$ cat config.mk
export PLATFORM = sky130hd
export DESIGN_NAME = smb_status_reader
export DESIGN_NICKNAME = d
export VERILOG_FILES = /design/src/rtl/smb_status_pkg.sv /design/src/rtl/smb_line_sync.sv /design/src/rtl/smb_status_mux.sv /design/src/rtl/smb_status_reader.sv
export SDC_FILE = /design/constraint.sdc
export NUM_CORES = 1
export LEC_CHECK = 0
export BUFFER_PORTS_ARGS = -buffer_cell sky130_fd_sc_hd__clkbuf_2
export CORE_ASPECT_RATIO = 2
export CORE_MARGIN = 5
export CORE_UTILIZATION = 34
export CTS_BUF_LIST = sky130_fd_sc_hd__clkbuf_4
export DETAILED_ROUTE_END_ITERATION = 12
export HOLD_SLACK_MARGIN = 0.1
export PLACE_DENSITY_LB_ADDON = 0.05
export SYNTH_ARGS = -nofsm -noshare
export SYNTH_HDL_FRONTEND = slang
export SYNTH_HIERARCHICAL = 1
export SYNTH_SLANG_ARGS = --single-unit
$ cat constraint.sdc
create_clock -name clk -period 6.4 [get_ports clk]
set_clock_uncertainty 0.2 [all_clocks]
set_input_delay 0.32 -clock clk [delete_from_list [all_inputs] [get_ports clk]]
set_output_delay 0.32 -clock clk [all_outputs]
set_load 0.02 [all_outputs]
$ cat src/rtl/smb_status_pkg.sv
package smb_status_pkg;

  typedef enum logic [2:0] {
    ST_IDLE,
    ST_RX,
    ST_ACK,
    ST_WAIT_RS,
    ST_TX,
    ST_DONE
  } bus_state_t;

  typedef enum logic [1:0] {
    STG_ADDR_WR,
    STG_CMD,
    STG_ADDR_RD
  } stage_t;

  localparam logic [7:0] CMD_CAPS  = 8'h00;
  localparam logic [7:0] CMD_POWER = 8'h01;
  localparam logic [7:0] CMD_WDOG  = 8'h03;

endpackage

$ cat src/rtl/smb_line_sync.sv
module smb_line_sync #(
  parameter int STAGES = 2
) (
  input  logic clk,
  input  logic rst_n,
  input  logic line_in,
  output logic line_s,
  output logic rise,
  output logic fall
);
  logic [STAGES-1:0] chain;
  logic              prev;

  always_ff @(posedge clk or negedge rst_n) begin
    if (!rst_n) begin
      chain <= '1;
      prev  <= 1'b1;
    end else begin
      chain <= {chain[STAGES-2:0], line_in};
      prev  <= chain[STAGES-1];
    end
  end

  assign line_s = chain[STAGES-1];
  assign rise   = line_s & ~prev;
  assign fall   = ~line_s & prev;
endmodule

$ cat src/rtl/smb_status_mux.sv
module smb_status_mux
  import smb_status_pkg::*;
#(
  parameter int PWR_W   = 3,
  parameter int WD_W    = 10,
  parameter int FIELD_W = 6
) (
  input  logic [7:0]       cmd,
  input  logic [PWR_W-1:0] power_state,
  input  logic [WD_W-1:0]  wdog_count,
  output logic [7:0]       byte_out
);
  localparam int FIELD_MAX = (1 << FIELD_W) - 1;

  function automatic logic [FIELD_W-1:0] clamp_count(input logic [WD_W-1:0] v);
    if (v > WD_W'(FIELD_MAX)) return FIELD_W'(FIELD_MAX);
    return v[FIELD_W-1:0];
  endfunction

  function automatic logic [7:0] pick_byte(input logic [7:0] c,
                                           input logic [PWR_W-1:0] p,
                                           input logic [WD_W-1:0] w);
    logic [7:0] r;
    r = '0;
    case (c)
      CMD_POWER: r[PWR_W-1:0]   = p;
      CMD_WDOG:  r[FIELD_W-1:0] = clamp_count(w);
      default:   r = '0;
    endcase
    return r;
  endfunction

  assign byte_out = pick_byte(cmd, power_state, wdog_count);
endmodule

$ cat src/rtl/smb_status_reader.sv
module smb_status_reader
  import smb_status_pkg::*;
#(
  parameter int ADDR_W      = 7,
  parameter int PWR_W       = 3,
  parameter int WD_W        = 10,
  parameter int SYNC_STAGES = 2
) (
  input  logic              clk,
  input  logic              rst_n,
  input  logic              scl_in,
  input  logic              sda_in,
  input  logic [ADDR_W-1:0] own_addr,
  input  logic [PWR_W-1:0]  power_state,
  input  logic [WD_W-1:0]   wdog_count,
  output logic              sda_drive_low
);
  localparam int BYTE_W  = ADDR_W + 1;
  localparam int CNT_W   = $clog2(BYTE_W + 1);
  localparam int FIELD_W = 6;
  localparam int WD_SAT  = (1 << FIELD_W) - 1;

  logic scl_s, scl_rise, scl_fall;
  logic sda_s, sda_rise, sda_fall;

  smb_line_sync #(.STAGES(SYNC_STAGES)) u_scl_sync (
    .clk(clk), .rst_n(rst_n), .line_in(scl_in),
    .line_s(scl_s), .rise(scl_rise), .fall(scl_fall));

  smb_line_sync #(.STAGES(SYNC_STAGES)) u_sda_sync (
    .clk(clk), .rst_n(rst_n), .line_in(sda_in),
    .line_s(sda_s), .rise(sda_rise), .fall(sda_fall));

  // Named bus events
  logic start_det, stop_det;
  assign start_det = sda_fall & scl_s;
  assign stop_det  = sda_rise & scl_s;

  bus_state_t         state;
  stage_t             stage;
  logic [CNT_W-1:0]   bit_cnt;
  logic [BYTE_W-1:0]  rx_sh;
  logic [7:0]         cmd_q;
  logic [7:0]         tx_sh;
  logic [2:0]         tx_cnt;
  logic [7:0]         status_byte;

  smb_status_mux #(.PWR_W(PWR_W), .WD_W(WD_W), .FIELD_W(FIELD_W)) u_mux (
    .cmd(cmd_q), .power_state(power_state), .wdog_count(wdog_count),
    .byte_out(status_byte));

  logic byte_done, addr_phase, addr_ok, capture_ev;
  assign byte_done  = (state == ST_RX) && scl_fall && (bit_cnt == CNT_W'(BYTE_W))
                      && !start_det && !stop_det;
  assign addr_phase = (stage == STG_ADDR_WR) || (stage == STG_ADDR_RD);
  assign addr_ok    = (rx_sh == {own_addr, (stage == STG_ADDR_RD)});
  assign capture_ev = byte_done && (stage == STG_ADDR_RD) && addr_ok;

  always_ff @(posedge clk or negedge rst_n) begin
    if (!rst_n) begin
      state         <= ST_IDLE;
      stage         <= STG_ADDR_WR;
      bit_cnt       <= '0;
      rx_sh         <= '0;
      cmd_q         <= '0;
      tx_sh         <= '0;
      tx_cnt        <= '0;
      sda_drive_low <= 1'b0;
    end else if (stop_det) begin
      state         <= ST_IDLE;
      sda_drive_low <= 1'b0;
    end else if (start_det) begin
      state         <= ST_RX;
      stage         <= (state == ST_WAIT_RS) ? STG_ADDR_RD : STG_ADDR_WR;
      bit_cnt       <= '0;
      sda_drive_low <= 1'b0;
    end else begin
      case (state)
        ST_RX: begin
          if (scl_rise) begin
            rx_sh   <= {rx_sh[BYTE_W-2:0], sda_s};
            bit_cnt <= bit_cnt + 1'b1;
          end else if (byte_done) begin
            if (addr_phase && !addr_ok) begin
              state <= ST_IDLE;
            end else begin
              state         <= ST_ACK;
              sda_drive_low <= 1'b1;
              if (stage == STG_CMD) cmd_q <= rx_sh;
              if (capture_ev) tx_sh <= status_byte;
            end
          end
        end
        ST_ACK: begin
          if (scl_fall) begin
            sda_drive_low <= 1'b0;
            case (stage)
              STG_ADDR_WR: begin
                state   <= ST_RX;
                stage   <= STG_CMD;
                bit_cnt <= '0;
              end
              STG_CMD: state <= ST_WAIT_RS;
              default: begin
                state         <= ST_TX;
                tx_cnt        <= '0;
                sda_drive_low <= ~tx_sh[7];
              end
            endcase
          end
        end
        ST_TX: begin
          if (scl_fall) begin
            if (tx_cnt == 3'd7) begin
              state         <= ST_DONE;
              sda_drive_low <= 1'b0;
            end else begin
              tx_sh         <= {tx_sh[6:0], 1'b0};
              sda_drive_low <= ~tx_sh[6];
              tx_cnt        <= tx_cnt + 1'b1;
            end
          end
        end
        default: ;
      endcase
    end
  end

  // Assertions
  p_idle_release_r1: assert property (@(posedge clk) disable iff (!rst_n)
    (state == ST_IDLE) |-> !sda_drive_low);

  p_ack_holds_low_r2: assert property (@(posedge clk) disable iff (!rst_n)
    (state == ST_ACK) |-> sda_drive_low);

  p_nack_on_mismatch_r3: assert property (@(posedge clk) disable iff (!rst_n)
    (byte_done && addr_phase && !addr_ok) |=> (state == ST_IDLE) && !sda_drive_low);

  p_sda_moves_scl_low_r5: assert property (@(posedge clk) disable iff (!rst_n)
    !$stable(sda_drive_low) |-> !scl_s);

  p_wdog_clamp_r8: assert property (@(posedge clk) disable iff (!rst_n)
    (capture_ev && cmd_q == CMD_WDOG && wdog_count > WD_W'(WD_SAT)) |=> (tx_sh == 8'h3F));

  p_restart_on_start_r10: assert property (@(posedge clk) disable iff (!rst_n)
    start_det |=> (state == ST_RX) && (bit_cnt == '0));

  p_idle_on_stop_r10: assert property (@(posedge clk) disable iff (!rst_n)
    stop_det |=> (state == ST_IDLE) && !sda_drive_low);

  p_release_after_data_r11: assert property (@(posedge clk) disable iff (!rst_n)
    (state == ST_DONE) |-> !sda_drive_low);
endmodule

### Word level (Yosys, flattened, before mapping)

Cells that the tools add are included.

| storage, ports and cells | value |
|---|---|
| bits in registers | 43 |
| bits of input ports | 24 |
| output and inout bits | 1 |
| word-level logic and storage cells | 135 |

| cells by class | value |
|---|---|
| add/sub/neg operators | 2 |
| $lt $le $gt $ge | 1 |
| equality and inequality tests | 28 |
| multiplexer cells | 48 |
| bitwise logic cells | 16 |
| reductions and logical operators | 28 |

Operators with widths:

| operator | number |
|---|---|
| 2-to-1 mux 8 bit | 6 |
| 2-to-1 mux 3 bit | 12 |
| inequality test 4 bit (second input constant) | 6 |
| case mux 3 bit (2 select lines) | 3 |
| 2-to-1 mux 4 bit | 4 |
| inequality test 2 bit (second input constant) | 8 |
| case mux 8 bit (2 select lines) | 1 |
| AND reduction 7 bit | 2 |
| 2-to-1 mux 2 bit | 6 |
| 2-to-1 mux 6 bit | 2 |
| AND reduction 6 bit | 2 |
| 2-to-1 mux 1 bit | 11 |
| greater-than comparator 10 x 6 -> 1 bit (second input constant) | 1 |
| NOT 1 bit | 10 |
| nonzero test 2 bit | 5 |
| inequality test 3 bit (second input constant) | 3 |
| case mux 3 bit (3 select lines) | 1 |
| AND reduction 9 bit | 1 |
| equality test 8 x 1 -> 1 bit (second input constant) | 1 |
| equality test 8 x 2 -> 1 bit (second input constant) | 1 |
| equality test 8 bit | 1 |
| case mux 4 bit (2 select lines) | 1 |
| AND reduction 4 bit | 2 |
| logical AND 1 bit | 7 |
| other kinds (17) | 26 |

### Depth between registers and ports, before layout

Gate-level depths: netlist (run 1).

| depth | value |
|---|---|
| depth after elaboration | 13 |
| depth in mapped cells | 8 |
| depth with buffers taken out | 7 |

### Modules after synthesis

The synthesis (run 1) kept the hierarchy.

Modules (own cells, without submodules):

| module | instances | cells each | area an instance (um^2) | seq. area each (um^2) |
|---|---|---|---|---|
| smb_status_reader | 1 | 199 | 2069.5 | 925.9 |
| smb_line_sync | 2 | 5 | 93.8 | 78.8 |
| smb_status_mux | 1 | 22 | 131.4 | 0.0 |

### Least setup slack after synthesis (run 1)

No wires, ideal clock.

| timing path | value |
|---|---|
| kind | register to register |
| start point | reg u_sda_sync.chain[1] |
| end point | reg tx_sh[0] |
| library setup time | 0.126 ns |
| data arrival time | 1.968 ns |
| data required time | 6.074 ns |
| slack | 4.106 ns |
| cell stages (with the launch flop) | 6 |
| buffers on the path | 1 |
| period minus slack after synthesis | 2.294 ns |
| cell sequence | dfstp_2 and2b_2 o21ai_1 o221ai_4 buf_6 a221o_1 |

| between the ends | value |
|---|---|
| word-level cells in the longest chain between the ends | 10 |
| elaborated cells on any way between the ends | 16 |
| those cells by class | eq/ne (2); bitwise (7); reduce/logical (7) |

RTL lines:

| item | RTL line | text |
|---|---|---|
| from (decl) | smb_line_sync.sv:11 | `logic [STAGES-1:0] chain;` |
| from (signal assigned) | smb_line_sync.sv:19 | `chain <= {chain[STAGES-2:0], line_in};` |
| NOT 1 bit * | smb_line_sync.sv:26 | `assign fall = ~line_s & prev;` |
| AND 1 bit * | smb_line_sync.sv:26 |  |
| named net sda_fall | smb_status_reader.sv:24 | `logic sda_s, sda_rise, sda_fall;` |
| AND 1 bit * | smb_status_reader.sv:36 | `assign start_det = sda_fall & scl_s;` |
| zero test 1 bit | smb_status_reader.sv:54 | `&& !start_det && !stop_det;` |
| logical AND 1 bit (2 in series) | smb_status_reader.sv:54 |  |
| logical AND 1 bit (2 in series) | smb_status_reader.sv:57 | `assign capture_ev = byte_done && (stage == STG_ADDR_RD) && addr_ok;` |
| inequality test 2 bit (no source line) | -- |  |
| AND reduction 9 bit (no source line) * | -- |  |
| to (signal assigned) | smb_status_reader.sv:90 | `if (capture_ev) tx_sh <= status_byte;` |
| to (signal assigned) | smb_status_reader.sv:118 | `tx_sh <= {tx_sh[6:0], 1'b0};` |
| to (decl) | smb_status_reader.sv:44 | `logic [7:0] tx_sh;` |

The timed path passes the listed nets; every way through them passes the cells marked *.
A chain may end at the register's enable or synchronous reset.

### Worst setup path after layout (run 1)

| timing path | value |
|---|---|
| start point | reg u_sda_sync.chain[1] |
| end point | reg tx_sh[5] |

The elaborated chain is that of the path after synthesis.

==> out/qor.yml, run 1 <==
worst_setup_path:
  r2r_setup_slack_ns: 3.81
  crit_path_start: "u_sda_sync/chain[1]"
  worst_r2r_endpoint: "tx_sh[5]"
  start_kind: "register"
  timing.critical_path.to_type: "register"
  crit_type: "register to register"
  crit-reg2reg-launch: "u_sda_sync/chain[1]"
  path_cells: "and2b_2 > o21ai_1 > o221ai_4 > nor4_1 > a211oi_1"
  cp_slowest_cell: "dfstp_2"
  max_stage_delay_ns: 0.57
  cp_max_fo: 16
  crit_arrival_ns: 2.62
  required_ns: 6.43
  reg2reg_depth: 5
die:
  die_area_um2: 8900
  dieHeight_um: 129
  rows: 43
  core-area_um2: 6890
  start_util_pct: 34.7
  die_x_um: 69.3
  ioPinCount: 25
final_layout:
  final_net_count: 283
  fin_util_pct: 39.2
  diodes: 0
  drive_gt1_share_pct: 27.0
  area_growth_pct: 12.9
routing:
  drc: 0
  via_count: 1746
  totalWireLength_mm: 5.35
  wire_per_inst_um: 15.5
  drt_iter0_drc: 61
  drt-pass1-iter-count: 6
  viasPerCell: 5.05
  drtAntennaViolNets: 0
min_path:
  min_path_type: "register to register"
  hold_path_depth: 0
  min-delay-start: "u_scl_sync/chain[0]"
  min_to: "u_scl_sync/chain[1]"
pwr:
  clkPwrFrac_pct: 36.2
  p_seq_share_pct: 51.8
  irDropWorstVdd_uv: 162
  p_int_uw: 449
  p_leak_uw: 0.00124
  combinationalPowerShare_pct: 11.9
  switching_share_pct: 24.6
  power_density_nw_per_um2: 221
  switchingPower_uw: 147
synth:
  syn_avg_cell_area_um2: 10.3
  postSynthCellCount: 231
  synthFlopType: "dfrtp_1"
  synth-seq-area-share_pct: 45.4
  ys_ff_latch: 43
  ys_types: 50
  synth_enable_flop_cells: 0
  syn_area_um2: 2390
  yosysWarnings: 6
  postSynth.asyncResetShare_pct: 100
place:
  dp_hpwl_mm: 4.02
  port_buffers: 24
  globalplace.congestion: 0.800
cts:
  cts_tree: "yes"
  clock-sinks: 43
  htree_num_levels: 2
  cts_root_buf: "clkbuf_4"
  cts_buffer_depth: 2
  post_cts_buffers: 0
  clk_pin_slew_worst_paths_ns: 0.12
  cts_made_buffers: 5
  clkLatencyLatePin_ns: 0.37
global_route:
  first_global_vias: 1910
  antenna_found_initial: 0
  grt_max_degree: 44
  grt_usage_pct: 13.4
  grt_pass1_wl_mm: 9.29
  overflow: 0
sta:
  slew_viol_final: 0
  setup-tns-final_ns: 0
  setup_violations: 0
  worst_pin_slew_ns: 0.659
  finalHoldViolCount: 0
  grt_setup_unrepaired: "false"
  max_freq_mhz: 386
  min_period_ns: 2.59
  fin_crit_sh_pct: 40.4
  max-slew-margin-rel_pct: 55.8
status:
  status: "completed"
run:
  max-cap-violations: 0
## power by group through the flow
stage | Combinational, uW | Sequential (uW) | Clock [uW]
after floorplan | 48.6 | 310 | 0
after global placement | 71.7 | 314 | 0
after detailed placement | 71.7 | 314 | 0
after CTS | 73.5 | 309 | 226
after global routing | 81.4 | 312 | 237
final | 71.1 | 308 | 216
## registers in the layout (all words and copies together) (netlist names)
name              flops
bit_cnt               4
cmd_q                 8
rx_sh                 8
sda_drive_low         1
stage                 2
state                 3
tx_cnt                3
tx_sh                 8
u_scl_sync/chain      2
u_scl_sync/prev       1
u_sda_sync/chain      2
u_sda_sync/prev       1
## critical path: cells and delay by family (launching register included)
| family | cells | cell delay, ns |
|---|---|---|
| flops | 1 | 0.57 |
| simple gates | 2 | 0.61 |
| compound gates | 3 | 1.07 |
## synth_stat cells (3+ instances only)
library cell	number	area share, %
dfrtp_1	37	39
nor2_1	24	3.8
mux2_2	15	7.1
o21ai_0	14	2.9
nand2_1	13	2.0
a211oi_1	11	3.5
nor4_1	9	2.4
xor2_1	8	2.9
mux2i_1	7	2.9
or2_2	7	1.8
dfstp_2	6	6.6
inv_1	6	0.94
nand3_1	6	1.3
nor2b_1	5	1.3
ha_1	4	2.1
nand2b_1	4	1.0
buf_2	3	0.63
clkbuf_1	3	0.47
nor3_1	3	0.63
o211a_1	3	1.3
o31ai_1	3	0.94
## worst max path at each step
stage,slack [ns],to
finish,3.81,tx_sh[5]
global route,3.61,tx_sh[5]
CTS,3.76,tx_sh[5]
detailed placement,3.76,tx_sh[5]
global placement,3.82,tx_sh[5]
floorplan,4.11,tx_sh[0]
## final cells by class
| type | instances | area [um2] |
|---|---|---|
| Clock buffer | 6 | 45.0 |
| Clock inverter | 2 | 60.1 |
| Fill cell | 753 | 4190 |
| Inverter | 6 | 22.5 |
| Multi-Input combinational cell | 171 | 1210 |
| Sequential cell | 43 | 1080 |
| Tap cell | 90 | 113 |
| Timing Repair Buffer | 28 | 158 |
## cell families (layout without fill, tap and decap cells)
| logic type | after synthesis | after routing | share of synthesized area, % |
|---|---|---|---|
| other cells | 1 | 2 | 0.157 |
| flops | 43 | 43 | 45.4 |
| simple gates | 89 | 89 | 21.0 |
| xor+xnor | 9 | 9 | 3.30 |
| buf+inv | 18 | 42 | 3.93 |
| fa+ha+maj | 4 | 4 | 2.10 |
| compound gates | 43 | 43 | 13.3 |
| mux | 24 | 24 | 10.9 |
## cell usage in the layout, fill, tap and decap left out, types with 6 or more instances in the layout
master / instances
a211oi_1: 11
clkbuf_2: 24
clkbuf_4: 6
dfrtp_1: 37
dfstp_2: 6
inv_1: 6
mux2_2: 15
mux2i_1: 7
nand2_1: 13
nand3_1: 6
nor2_1: 24
nor4_1: 9
o21ai_0: 14
or2_2: 7
xor2_1: 8
## per-layer routing
layer | vias up | routed length [um] | global-route usage [%]
met5 | - | 0 | 0
met3 | 10 | 146 | 3.05
met1 | 837 | 2020 | 13.4
li1 | 869 | - | -
met4 | 0 | 161 | 6.56
met2 | 30 | 3030 | 25.4
## metrics by stage
step	area [um2]	setup slack, ns	total power, uW	hold slack, ns	std cells
CTS	2700	3.76	609	0.168	346
global placement	2560	3.82	386	0.146	335
floorplan	2390	4.11	359	-0.176	232
detailed placement	2560	3.76	386	0.149	335
global route	2700	3.61	630	0.175	346
finish	2700	3.81	595	0.165	346
## timing repair
action                                 CTS  global route
hold buffers                             3             0
gates resized for setup                  0             0
endpoints found under the hold margin   39             0
No activity file was read; power rests on OpenSTA's default activity.
==> run 2: changes to the inputs <==
Clock period 6.4 ns to 2.21 ns, I/O delays scaled along.
==> run 2 against run 1 <==
Compared with the run above: non-clock buffer count grew 34; sequential share of layout area shrank 4.0 points; register-to-register slack lost 3.7 ns; final cell count grew 9.8%; critical path depth grew 2; via count grew 7.8%; worst setup slack lost 3.7 ns; highest routed layer unchanged; sequential power grew to 2.9 times the previous value; final area grew 11%; flip-flop and latch count is the same; combinational power grew to 3.7 times the previous value.
==> out/qor.yml, run 2 (same netlist as run 1, synthesis figures left out) <==
place:
  pre_cts_ws_ns: 0.00951
  port_buffers: 24
  globalplace.congestion: 0.809
  dp_hpwl_mm: 4.50
sta:
  min_period_ns: 2.11
  fin_ws_ns: 0.102
  setup-tns-final_ns: 0
  grt_setup_unrepaired: "true"
  slew_viol_final: 0
  max_freq_mhz: 474
  finalHoldViolCount: 0
  setup_violations: 0
  fin_crit_sh_pct: 95.4
  whs_ns: 0.151
worst_setup_path:
  reg2reg_depth: 7
  timing.critical_path.to_type: "register"
  r2r_setup_slack_ns: 0.10
  crit_arrival_ns: 2.17
  start_kind: "register"
  required_ns: 2.27
  crit_type: "register to register"
  cp_max_fo: 12
min_path:
  min_path_type: "input pin to register"
  hold_path_depth: 6
status:
  status: "completed"
pwr:
  power_density_nw_per_um2: 556
  power_uw: 1670
  p_leak_uw: 0.00141
  irDropWorstVdd_uv: 438
die:
  dieHeight_um: 129
  ioPinCount: 25
  die_x_um: 69.3
  core-area_um2: 6890
  die_area_um2: 8900
  rows: 43
  start_util_pct: 34.7
routing:
  drt_iter0_drc: 64
  drt-pass1-iter-count: 4
  viasPerCell: 4.96
  drtAntennaViolNets: 0
  via_count: 1883
  wire_per_inst_um: 15.3
  drc: 0
  totalWireLength_mm: 5.80
global_route:
  grt_max_degree: 23
  grt_usage_pct: 14.3
  overflow: 0
  antenna_found_initial: 0
  first_global_vias: 2019
  grt_pass1_wl_mm: 9.88
cts:
  cts_made_buffers: 5
  htree_num_levels: 2
  cts_tree: "yes"
  cts_buffer_depth: 2
  cts_root_buf: "clkbuf_4"
  post_cts_buffers: 0
  clock-sinks: 43
  clkLatencyLatePin_ns: 0.37
  clk_pin_slew_worst_paths_ns: 0.13
final_layout:
  diodes: 0
  fillers: 749
  drive_gt1_share_pct: 36.9
  fin_util_pct: 43.5
  top_regs: "cmd_q: 8 flops, rx_sh: 8 flops, tx_sh: 8 flops"
  layout_commonest_cell: "dfrtp_1"
  final_net_count: 317
  final_cell_mix: "37 x dfrtp_1, 28 x buf_4, 23 x clkbuf_2"
  area_growth_pct: 25.5
run:
  max-cap-violations: 0
[run 2: worst paths after layout]
path / start / end
max: u_sda_sync/chain[1] / rx_sh[7]
min: power_state[0] / tx_sh[0]
max reg2reg: u_sda_sync/chain[1] / rx_sh[7]
min reg2reg: u_scl_sync/chain[0] / u_scl_sync/chain[1]
max in group asynchronous: rst_n / sda_drive_low
min in group asynchronous: rst_n / stage[1]
[run 2: final cells by class]
cell class / count / area, um2 / area share, %
Timing Repair Buffer: 62 / 442 / 14.7
Inverter: 6 / 22.5 / 0.752
Clock buffer: 5 / 37.5 / 1.25
Sequential cell: 43 / 1080 / 36.2
Clock inverter: 3 / 42.5 / 1.42
Multi-Input combinational cell: 171 / 1260 / 41.9
Tap cell: 90 / 113 / 3.76
[run 2: where the power goes]
group | total [uW] | internal [uW] | switching (uW)
clock network | 518 | 239 | 279
registers | 885 | 839 | 45.6
logic | 263 | 133 | 130
[run 2: per-layer routing]
| layer | GRT usage (%) | share of wire (%) | vias to the layer above | routed length [um] |
|---|---|---|---|---|
| met5 | 0 | 0 | - | 0 |
| met4 | 7.25 | 2.6 | 0 | 152 |
| met3 | 2.50 | 2.6 | 11 | 148 |
| met2 | 27.4 | 57 | 28 | 3320 |
| met1 | 14.5 | 38 | 900 | 2180 |
| li1 | - | - | 944 | - |
[run 2: timing repair]
action                                  CTS  global route
endpoints found under the hold margin    48             0
hold buffers                              8             0
endpoints found under the setup margin    4            22
resized for setup                         1            11
[run 2: critical path, stage by stage, from the launching register on]
cell	delay [ns]
dfstp_2	0.55
buf_4	0.10
nor2b_1	0.18
o21a_1	0.27
nor2_8	0.06
nand3_1	0.09
buf_4	0.21
mux2_2	0.35
[run 2: per-stage QoR]
step | cell area, um2 | instances
floorplan | 2400 | 232
global placement | 2800 | 364
detailed placement | 2800 | 364
CTS | 2960 | 380
global route | 3000 | 380
finish | 3000 | 380
==> run 3: changes to the inputs <==
Settings changed: CORE_MARGIN 5 to unset, HOLD_SLACK_MARGIN 0.1 to 0.06.
==> run 3 against run 2 <==
Compared with the run above: total power fell by 1.1%; hold slack lost 0.076 ns; clock power is 3% lower; register-to-register slack is essentially flat; clock-buffer cell count unchanged; sequential power hardly changed; global-route usage up 3.0 points; critical path type unchanged.
==> out/qor.yml, run 3 (same netlist as run 1, synthesis figures left out) <==
pwr:
  switching_share_pct: 26.9
  power_density_nw_per_um2: 559
  clkPwrFrac_pct: 30.5
  p_leak_uw: 0.00141
  switchingPower_uw: 443
  irDropWorstVdd_uv: 307
  p_int_uw: 1200
  power_uw: 1650
  combinationalPowerShare_pct: 15.7
  p_seq_share_pct: 53.9
global_route:
  grt_max_degree: 19
  antenna_found_initial: 1
  grt_pass1_wl_mm: 9.17
  overflow: 0
  first_global_vias: 1817
  grt_usage_pct: 17.3
die:
  core-area_um2: 6730
  ioPinCount: 25
  start_util_pct: 35.5
  rows: 42
  dieHeight_um: 121
  die_area_um2: 7380
  die_x_um: 61.3
worst_setup_path:
  worst_r2r_endpoint: "rx_sh[7]"
  timing.critical_path.to_type: "register"
  crit-reg2reg-launch: "state[2]"
  r2r_setup_slack_ns: 0.11
  required_ns: 2.27
  crit_arrival_ns: 2.16
  crit_type: "register to register"
  reg2reg_depth: 5
  cp_max_fo: 12
  start_kind: "register"
final_layout:
  final_area_um2: 2950
  final_net_count: 314
  layout_commonest_cell: "dfrtp_1"
  top_regs: "cmd_q: 8 flops, rx_sh: 8 flops, tx_sh: 8 flops"
  drive_gt1_share_pct: 35.5
  final_cell_mix: "37 x dfrtp_1, 29 x buf_4, 24 x clkbuf_2"
  final_cells: 376
  area_growth_pct: 23.3
cts:
  clock-sinks: 43
  cts_root_buf: "clkbuf_4"
  htree_num_levels: 2
  cts_tree: "yes"
  clk_pin_slew_worst_paths_ns: 0.13
  clkLatencyLatePin_ns: 0.37
  cts_buffer_depth: 2
  cts_made_buffers: 5
  post_cts_buffers: 0
routing:
  wl_met3_um: 104
  wire_per_inst_um: 14.7
  viasPerCell: 4.97
  met1Wirelength_mm: 2.13
  drtAntennaViolNets: 0
  dr_wl_met2_mm: 3.17
  highest_layer: "met4"
  totalWireLength_mm: 5.51
  drt-pass1-iter-count: 4
  drc: 0
  drt_iter0_drc: 35
  via_count: 1867
sta:
  fin_crit_sh_pct: 95.0
  finalHoldViolCount: 0
  grt_setup_unrepaired: "false"
  max_freq_mhz: 476
  slew_viol_final: 0
  min_period_ns: 2.10
  setup_violations: 0
place:
  dp_hpwl_mm: 4.29
  placed_area_um2: 2790
  dp_cells: 362
  globalplace.congestion: 0.860
  port_buffers: 24
min_path:
  min_to: "tx_sh[4]"
  min_path_type: "input pin to register"
  min-delay-start: "wdog_count[4]"
  hold_path_depth: 4
status:
  status: "completed"
run:
  max-cap-violations: 0
==> run 3: cell count changes in the layout (fill, tap and decap cells not counted), sizes merged <==
cell / before / now
buf: 31 / 30
clkbuf: 28 / 29
clkinv: 1 / 2
diode: 0 / 1
dlygate4sd3: 8 / 5
inv: 7 / 6
==> run 3: worst max path at each step <==
stage | startpoint | endpoint | slack, ns | depth (start not counted)
3_3_place_gp | state[2] | sda_drive_low | -0.06 | 4
3_5_place_dp | state[2] | sda_drive_low | -0.04 | 4
5_1_grt | u_sda_sync/chain[1] | tx_sh[6] | 0.0002 | 7
6_report | state[2] | rx_sh[7] | 0.11 | 5
2_1_floorplan | u_sda_sync/chain[1] | tx_sh[0] | 0.04 | 7
4_1_cts | u_scl_sync/prev | cmd_q[1] | 0.02 | 6
==> run 3: critical path: stages (launching register included) <==
cell and delay [ns]:
dfrtp_1 0.44, buf_4 0.16, or3b_2 0.52, nand3_1 0.11, buf_4 0.21, mux2_2 0.35
==> run 3: layout make-up <==
type	count	area [um2]
Antenna cell	1	2.50
Clock buffer	5	37.5
Clock inverter	3	38.8
Fill cell	733	3780
Inverter	6	22.5
Multi-Input combinational cell	171	1240
Sequential cell	43	1080
Tap cell	88	110
Timing Repair Buffer	59	408
==> run 3: metal layers <==
layer  GRT usage, %  vias to the layer above
li1               -                      939
met1           19.2                      895
met2           30.4                       25
met3           2.89                        8
met4           7.81                        0
met5              0                        -
==> run 3: per-stage QoR <==
step                      worst slack (ns)  utilization, %  hold slack (ns)  setup TNS, ns
after floorplan                     0.0439               -           -0.385              0
after global placement             -0.0643            41.5           -0.150        -0.0707
after detailed placement           -0.0383            41.5           -0.145        -0.0383
after CTS                           0.0215            43.6           0.0684              0
after global routing              0.000191            43.8           0.0959              0
final                                0.110            43.8           0.0742              0
==> run 3: timing repair <==
| item | 4_1_cts | 5_1_grt |
|---|---|---|
| hold endpoints to repair | 40 | 0 |
| endpoints found under the setup margin | 1 | 23 |
| gates resized for setup | 1 | 4 |
| hold buffers | 6 | 0 |
==> run 3: power groups by stage <==
stage	Sequential, uW	Clock, uW	Combinational, uW
2_1_floorplan	898	0	141
3_3_place_gp	904	0	253
3_5_place_dp	904	0	252
6_report	887	502	258
5_1_grt	895	544	287
4_1_cts	889	527	264
